## config.mk

```make
export PLATFORM = sky130hd
export DESIGN_NAME = bitslice_alu
export DESIGN_NICKNAME = d
export VERILOG_FILES = /design/src/rtl/bitslice_alu_pkg.sv /design/src/rtl/alu_bit_slice.sv /design/src/rtl/alu_msb_slice.sv /design/src/rtl/alu_zero_detect.sv /design/src/rtl/bitslice_alu.sv
export SDC_FILE = /design/constraint.sdc
export NUM_CORES = 1
export LEC_CHECK = 0
export BUFFER_PORTS_ARGS = -buffer_cell sky130_fd_sc_hd__buf_2
export CORE_ASPECT_RATIO = 0.8
export CORE_MARGIN = 2
export CORE_UTILIZATION = 45
export DETAILED_ROUTE_END_ITERATION = 10
export PLACE_DENSITY_LB_ADDON = 0.2
export SLEW_MARGIN = 20
export SYNTH_ARGS = -nofsm -noshare
export SYNTH_HDL_FRONTEND = slang
export SYNTH_SLANG_ARGS = --single-unit
```

## constraint.sdc

```tcl
create_clock -name vclk -period 60.3
set_clock_uncertainty 0.15 [all_clocks]
set_input_delay 12.06 -clock vclk [all_inputs]
set_output_delay 12.06 -clock vclk [all_outputs]
set_load 0.02 [all_outputs]
```

## src/rtl/bitslice_alu_pkg.sv

```systemverilog
package bitslice_alu_pkg;
  typedef enum logic [1:0] {
    OP_AND  = 2'b00,
    OP_OR   = 2'b01,
    OP_ADD  = 2'b10,
    OP_LESS = 2'b11
  } alu_op_e;
endpackage

```

## src/rtl/alu_bit_slice.sv

```systemverilog
module alu_bit_slice
  import bitslice_alu_pkg::*;
(
  input  logic    a_i,
  input  logic    b_i,
  input  logic    a_invert_i,
  input  logic    b_invert_i,
  input  logic    carry_i,
  input  logic    less_i,
  input  alu_op_e op_i,
  output logic    result_o,
  output logic    sum_o,
  output logic    carry_o
);
  logic a_c, b_c;

  // operand conditioning
  assign a_c = a_invert_i ? ~a_i : a_i;
  assign b_c = b_invert_i ? ~b_i : b_i;

  // full adder, majority carry
  assign sum_o   = a_c ^ b_c ^ carry_i;
  assign carry_o = (a_c & b_c) | (a_c & carry_i) | (b_c & carry_i);

  always_comb begin
    unique case (op_i)
      OP_AND:  result_o = a_c & b_c;
      OP_OR:   result_o = a_c | b_c;
      OP_ADD:  result_o = sum_o;
      default: result_o = less_i;
    endcase
  end
endmodule

```

## src/rtl/alu_msb_slice.sv

```systemverilog
module alu_msb_slice
  import bitslice_alu_pkg::*;
(
  input  logic    a_i,
  input  logic    b_i,
  input  logic    a_invert_i,
  input  logic    b_invert_i,
  input  logic    carry_i,
  input  logic    less_i,
  input  alu_op_e op_i,
  output logic    result_o,
  output logic    set_o,
  output logic    carry_o,
  output logic    overflow_o
);
  logic sum_w;

  alu_bit_slice u_core (
    .a_i        (a_i),
    .b_i        (b_i),
    .a_invert_i (a_invert_i),
    .b_invert_i (b_invert_i),
    .carry_i    (carry_i),
    .less_i     (less_i),
    .op_i       (op_i),
    .result_o   (result_o),
    .sum_o      (sum_w),
    .carry_o    (carry_o)
  );

  assign set_o      = sum_w;
  assign overflow_o = carry_i ^ carry_o;
endmodule

```

## src/rtl/alu_zero_detect.sv

```systemverilog
module alu_zero_detect #(
  parameter int WIDTH = 64
) (
  input  logic [WIDTH-1:0] value_i,
  output logic             zero_o
);
  assign zero_o = ~(|value_i);
endmodule

```

## src/rtl/bitslice_alu.sv

```systemverilog
module bitslice_alu
  import bitslice_alu_pkg::*;
#(
  parameter int WIDTH = 64
) (
  input  logic [WIDTH-1:0] a_i,
  input  logic [WIDTH-1:0] b_i,
  input  logic             a_invert_i,
  input  logic             b_negate_i,
  input  logic [1:0]       op_sel_i,
  output logic [WIDTH-1:0] result_o,
  output logic             zero_o,
  output logic             carry_o,
  output logic             overflow_o
);
  localparam int MSB = WIDTH - 1;

  alu_op_e          op_w;
  logic [WIDTH:0]   chain_w;
  logic [WIDTH-1:0] res_w;
  logic             set_w;

  assign op_w       = alu_op_e'(op_sel_i);
  assign chain_w[0] = b_negate_i;  // negate feeds carry into bit 0

  generate
    for (genvar i = 0; i < MSB; i++) begin : g_slice
      alu_bit_slice u_slice (
        .a_i        (a_i[i]),
        .b_i        (b_i[i]),
        .a_invert_i (a_invert_i),
        .b_invert_i (b_negate_i),
        .carry_i    (chain_w[i]),
        .less_i     ((i == 0) ? set_w : 1'b0),  // feedback
        .op_i       (op_w),
        .result_o   (res_w[i]),
        .sum_o      (),
        .carry_o    (chain_w[i+1])
      );
    end
  endgenerate

  alu_msb_slice u_top (
    .a_i        (a_i[MSB]),
    .b_i        (b_i[MSB]),
    .a_invert_i (a_invert_i),
    .b_invert_i (b_negate_i),
    .carry_i    (chain_w[MSB]),
    .less_i     (1'b0),
    .op_i       (op_w),
    .result_o   (res_w[MSB]),
    .set_o      (set_w),
    .carry_o    (chain_w[WIDTH]),
    .overflow_o (overflow_o)
  );

  alu_zero_detect #(.WIDTH(WIDTH)) u_zero (
    .value_i (res_w),
    .zero_o  (zero_o)
  );

  assign result_o = res_w;
  assign carry_o  = chain_w[WIDTH];

  // embedded checks, relating ports to the slice chain's output
  always_comb begin
    if (!a_invert_i && !b_negate_i && op_sel_i == 2'b00)
      p_and_plain_r2: assert (result_o == (a_i & b_i));
    if (!a_invert_i && !b_negate_i && op_sel_i == 2'b01)
      p_or_plain_r2: assert (result_o == (a_i | b_i));
    if (!a_invert_i && b_negate_i && op_sel_i == 2'b10)
      p_subtract_r3: assert (result_o == WIDTH'(a_i - b_i));
    if (!a_invert_i && !b_negate_i)
      p_add_carry_r4: assert ({carry_o, a_i + b_i} == ({1'b0, a_i} + {1'b0, b_i}));
    if (!a_invert_i && !b_negate_i && (a_i[MSB] != b_i[MSB]))
      p_no_overflow_r5: assert (!overflow_o);
    if (op_sel_i == 2'b11)
      p_less_upper_r6: assert (result_o[MSB:1] == '0);
    if (a_invert_i && b_negate_i && op_sel_i == 2'b00)
      p_nor_r7: assert (result_o == ~(a_i | b_i));
    if (zero_o)
      p_zero_result_r8: assert (result_o == '0);
  end
endmodule

```

Yosys cells after proc, flatten, opt, wreduce, memory -nomap -nowiden

Index checks and enable logic that the tools add are counted.

Equality and inequality tests: 2
Multiplexer cells: 192
Bitwise gates (word level): 642
Reductions and logical operators: 2

Operators with widths:

| kind                                                                   | count |
|---|---|
| 1-bit bitwise AND                                                      | 192 |
| 1-bit bitwise OR                                                       | 192 |
| 1-bit one-hot mux with 3 select lines                                  | 64 |
| 1-bit inverter                                                         | 129 |
| 1-bit XOR                                                              | 129 |
| 1-bit two-way mux                                                      | 128 |
| 64-bit OR reduction                                                    | 1 |
| 2-bit by 1-bit equality test with 1-bit output (second input constant) | 1 |
| 2-bit equality test (second input constant)                            | 1 |
| 2-bit zero test                                                        | 1 |

Bits in registers: 0
Input port bits: 132
Output and inout bits: 67
Word-level logic and storage cells: 838

Depth between registers and ports, before layout

Depth after elaboration: 195
Mapped depth: 77
Depth with buffers taken out: 74

Hierarchy

From an unflattened synthesis, not the netlist that was laid out.

Cell total of the unflattened synthesis: 791
Area, all modules: 7043.0 um^2

Modules (own cells, without submodules):

| module          | instances | cells each | area each (um^2) | seq. area each (um^2) |
|---|---|---|---|---|
| alu_bit_slice   | 64        | 12         | 107.6            | 0.0 |
| alu_zero_detect | 1         | 21         | 143.9            | 0.0 |
| alu_msb_slice   | 1         | 1          | 8.8              | 0.0 |
| bitslice_alu    | 1         | 1          | 3.8              | 0.0 |

Worst setup path before layout

Ideal clock, no wire load.

Path kind: in2out
Start point: in b_negate_i
End point: out zero_o
Arrival time: 38714 ps
Required time: 48090 ps
Setup slack: 9376 ps
Stages on the path: 76
Path buffers: 3
Cells stage by stage: clkbuf_1 -> buf_1 -> clkbuf_1 -> xor2_1 -> fa_1 -> fa_1 -> inv_1 -> fa_1 -> fa_1 -> fa_1 -> fa_1 -> fa_1 -> fa_1 -> fa_1 -> fa_1 -> fa_1 -> fa_1 -> fa_1 -> [... 40 more ...] -> fa_1 -> fa_1 -> fa_1 -> fa_1 -> fa_1 -> fa_1 -> fa_1 -> fa_1 -> inv_1 -> fa_1 -> inv_1 -> fa_1 -> and2_1 -> o32ai_1 -> or4_1 -> nor4_2 -> nand4_1 -> nor4_2

Longest elaborated chain between the ends: 194
Elaborated cells on any way between the ends: 638
Those cells by class: 128 x mux; 509 x bitwise; 1 x reduce/logical

RTL lines:

| item                                      | RTL line             | RTL |
|---|---|---|
| from (decl)                               | bitslice_alu.sv:9    | `input logic b_negate_i,` |
| 1-bit two-way mux                         | alu_bit_slice.sv:19  | `assign b_c = b_invert_i ? ~b_i : b_i;` |
| 1-bit bitwise AND                         | alu_bit_slice.sv:23  | `assign carry_o = (a_c & b_c) \| (a_c & carry_i) \| (b_c & carry_i);` |
| 1-bit bitwise OR (2 in a row)             | alu_bit_slice.sv:23  |  |
| 1-bit bitwise AND                         | alu_bit_slice.sv:23  |  |
| 1-bit bitwise OR (2 in a row)             | alu_bit_slice.sv:23  |  |
| 1-bit bitwise AND                         | alu_bit_slice.sv:23  |  |
| 1-bit bitwise OR (2 in a row)             | alu_bit_slice.sv:23  |  |
| 1-bit bitwise AND                         | alu_bit_slice.sv:23  |  |
| [... 174 more ...]                        | --                   |  |
| 1-bit bitwise OR (2 in a row)             | alu_bit_slice.sv:23  |  |
| 1-bit bitwise AND                         | alu_bit_slice.sv:23  |  |
| 1-bit bitwise OR (2 in a row)             | alu_bit_slice.sv:23  |  |
| 1-bit XOR                                 | alu_bit_slice.sv:22  | `assign sum_o = a_c ^ b_c ^ carry_i;` |
| 1-bit one-hot mux with 3 select lines (*) | alu_bit_slice.sv:26  | `unique case (op_i)` |
| net u_top.result_o                        | alu_msb_slice.sv:11  | `output logic result_o,` |
| 64-bit OR reduction (*)                   | alu_zero_detect.sv:7 | `assign zero_o = ~(\|value_i);` |
| 1-bit inverter (*)                        | alu_zero_detect.sv:7 |  |
| to (decl)                                 | bitslice_alu.sv:12   | `output logic zero_o,` |

Mark *: on every way through the listed nets, which the timed path passes. The rest lies on a longest branch.

Final worst setup path

Start point: in a_invert_i
End point: out zero_o

Longest elaborated chain between the ends: 194
Elaborated cells on any way between the ends: 637
Those cells by class: 128 x mux; 508 x bitwise; 1 x reduce/logical

RTL lines:

| item                                        | RTL line                                 | RTL |
|---|---|---|
| from (decl)                                 | bitslice_alu.sv:8                        | `input logic a_invert_i,` |
| 1-bit two-way mux                           | alu_bit_slice.sv:18                      | `assign a_c = a_invert_i ? ~a_i : a_i;` |
| 1-bit bitwise AND, on equally long branches | alu_bit_slice.sv:23, alu_bit_slice.sv:27 |  |
| 1-bit bitwise OR (2 in a row)               | alu_bit_slice.sv:23                      |  |
| 1-bit bitwise AND                           | alu_bit_slice.sv:23                      |  |
| 1-bit bitwise OR (2 in a row)               | alu_bit_slice.sv:23                      |  |
| 1-bit bitwise AND                           | alu_bit_slice.sv:23                      |  |
| 1-bit bitwise OR (2 in a row)               | alu_bit_slice.sv:23                      |  |
| 1-bit bitwise AND                           | alu_bit_slice.sv:23                      |  |
| [... 173 more ...]                          | --                                       |  |
| 1-bit bitwise AND                           | alu_bit_slice.sv:23                      |  |
| 1-bit bitwise OR (2 in a row)               | alu_bit_slice.sv:23                      |  |
| 1-bit bitwise AND                           | alu_bit_slice.sv:23                      |  |
| 1-bit bitwise OR (2 in a row)               | alu_bit_slice.sv:23                      |  |
| 1-bit XOR                                   | alu_bit_slice.sv:22                      |  |
| 1-bit one-hot mux with 3 select lines       | alu_bit_slice.sv:26                      |  |
| 64-bit OR reduction (*)                     | alu_zero_detect.sv:7                     |  |
| 1-bit inverter (*)                          | alu_zero_detect.sv:7                     |  |

Mark *: on every way between the ends. The rest lies on a longest branch, timed or not.

==> results.txt <==
status: complete, no violations
Least-Margin Pin Slew: 1080 ps
worst hold endpoint: result_o[21]
die width: 139 um
clkbuf count: 0
Post-Route WL: 15700 um
vias per inst: 4.75
CP Capture Type: primary output
final setup fails: 0
final sequential cell count: 0
Worst path max stage delay: 570 ps
hold_buf cts: 0
Sequential cell area: 0 um2
final-report hold violation count: 0
HPWL Detailed: 12400 um
height of the die: 112 um
WHS Path Cells: 6
largest net degree at the start of global routing: 86
CP dominant cell by count: fa_1
synth warn: 0
logic gate share of total power: 100.0%
full die area: 0.0156 mm2
Min-Delay Path Class: input pin to primary output
starting density of the core: 46.0%
post-synthesis sequential area ratio: 0%
post-route cell area: 0.00717 mm2
layout net count: 1210
crit share post-route: 87.0%
vias in the first global route: 5173
Final Core Density: 50.3%
DP Worst Slack: 7790 ps
highest-delay cell along the critical path: or4_1
post-CTS resize count: 0
GR Overflow Total: 0
First-pass DRT Iterations: 4
Routed Antenna Nets: 0
Remaining DRCs: 0
Hold Startpoint: b_i[21]
Total Power: 91.9 uW
Clk pwr share: 0%
Rel. slew slack: 27.8%
TNS Setup: 0 ps
Worst IR Drop VDD: 0.00972 mV
Ports: 199
internal power: 35.7 uW
Mapped Cells: 788
Syn Nets: 1111
final worst-path setup slack: 7820 ps
Starting DRT DRC Count: 208
Net Sw Power: 56.2 uW
Setup Fix Bufs, Post-CTS: 0
Yosys cell types: 35
share of cells above drive strength 1: 23.6%
fmax: 0.0191 GHz
Worst Path Required: 48090 ps
syn avg cell area: 8.32 um2
port buffer count: 199
switching fraction of total power: 61.1%
initial antenna violation count: 0
Flop pwr share: 0%
Row Count: 39
leak pwr: 0.00395 uW
crit start category: input pin
crit path DAT: 40270 ps
synthesis-to-finish area growth: 9.33%
GP Congestion: 0.817
minimum clock period: 52480 ps
cell area after synthesis: 0.00656 mm2
crit path max fanout: 36
routed via count: 5073
Max Cap Viol: 0
Tot GR Track Use: 19.5%
drt wl/cell: 14.7 um
Cell Pwr Density: 12.8 mW/mm2
CP Class: input pin to primary output
Core Area: 0.0142 mm2
n_diodes: 0
fin. max-slew vios: 0
first-pass GRT wire length: 25500 um
RSZ-0062 raised after global routing: no
placed instance area: 0.00717 mm2
critical path: cells and delay by family:
family	cells	cell delay [ps]
XOR/XNOR	1	200
AND/OR/NAND/NOR	5	1470
AO/OA/AOI/OAI	2	370
buffers and inverters	6	1460
adder cells (fa/ha/maj)	63	24720
worst max-delay path by stage:
stage / startpoint / end / cells past startpoint
after floorplan: b_negate_i / zero_o / 76
after global placement: a_invert_i / zero_o / 77
after detailed placement: a_invert_i / zero_o / 77
after CTS: a_invert_i / zero_o / 77
after global routing: a_invert_i / zero_o / 77
final: a_invert_i / zero_o / 77
cells in the final DEF, fill, tap and decap left out, types with 3 or more instances in the layout:
cell type and count:
xor2_1 125, mux2i_1 3, nor2b_1 64, buf_2 197
fa_1 63, xnor2_1 5, o22ai_1 53, inv_1 134
ha_1 128, a21oi_1 52, o21ai_0 8, nor2_1 4
o31a_1 7, buf_4 7, nor4_1 12
final cells by class:
cell class / count / area [um2]
fillers: 1394 / 7080
inverters: 135 / 507
multi-input cells: 546 / 5390
well taps: 184 / 230
repair buffers: 204 / 1040
kinds of logic after synthesis:
logic type	count (synthesis)	synth area share, %
XOR/XNOR	130	17.4
adder cells (fa/ha/maj)	191	43.7
buffers and inverters	242	17.8
multiplexers	3	0.458
AND/OR/NAND/NOR	94	9.20
AO/OA/AOI/OAI	128	11.5
Yosys cell counts (3+ instances only):
library cell | number | area [um2]
a21oi_1 | 52 | 260
buf_1 | 10 | 37.5
buf_2 | 8 | 40.0
buf_4 | 64 | 480
clkbuf_1 | 24 | 90.1
fa_1 | 63 | 1260
ha_1 | 128 | 1600
inv_1 | 134 | 503
mux2i_1 | 3 | 30.0
nor2_1 | 4 | 15.0
nor2b_1 | 64 | 400
nor4_1 | 12 | 75.1
o21ai_0 | 8 | 40.0
o22ai_1 | 53 | 332
o31a_1 | 7 | 61.3
xnor2_1 | 5 | 43.8
xor2_1 | 125 | 1090
metrics by stage:
step / hold WS (ps) / instances
2_1_floorplan: 24220 / 788
3_3_place_gp: 24590 / 1069
3_5_place_dp: 24620 / 1069
4_1_cts: 24620 / 1069
5_1_grt: 24650 / 1069
6_report: 24620 / 1069
power by group through the flow:
stage | clock network, uW | logic [uW] | registers [uW]
final | 0 | 91.9 | 0
after global routing | 0 | 104 | 0
after CTS | 0 | 92.8 | 0
after detailed placement | 0 | 92.4 | 0
after global placement | 0 | 91.9 | 0
after floorplan | 0 | 75.6 | 0
metal layers:
layer	vias up	track usage (%)	part of all wire, %
li1	2573	-	-
met1	2347	29.1	50
met2	145	31.9	44
met3	8	2.06	5.3
met4	0	1.75	0.85
met5	-	0	0
(Power assumes the default switching activity.)
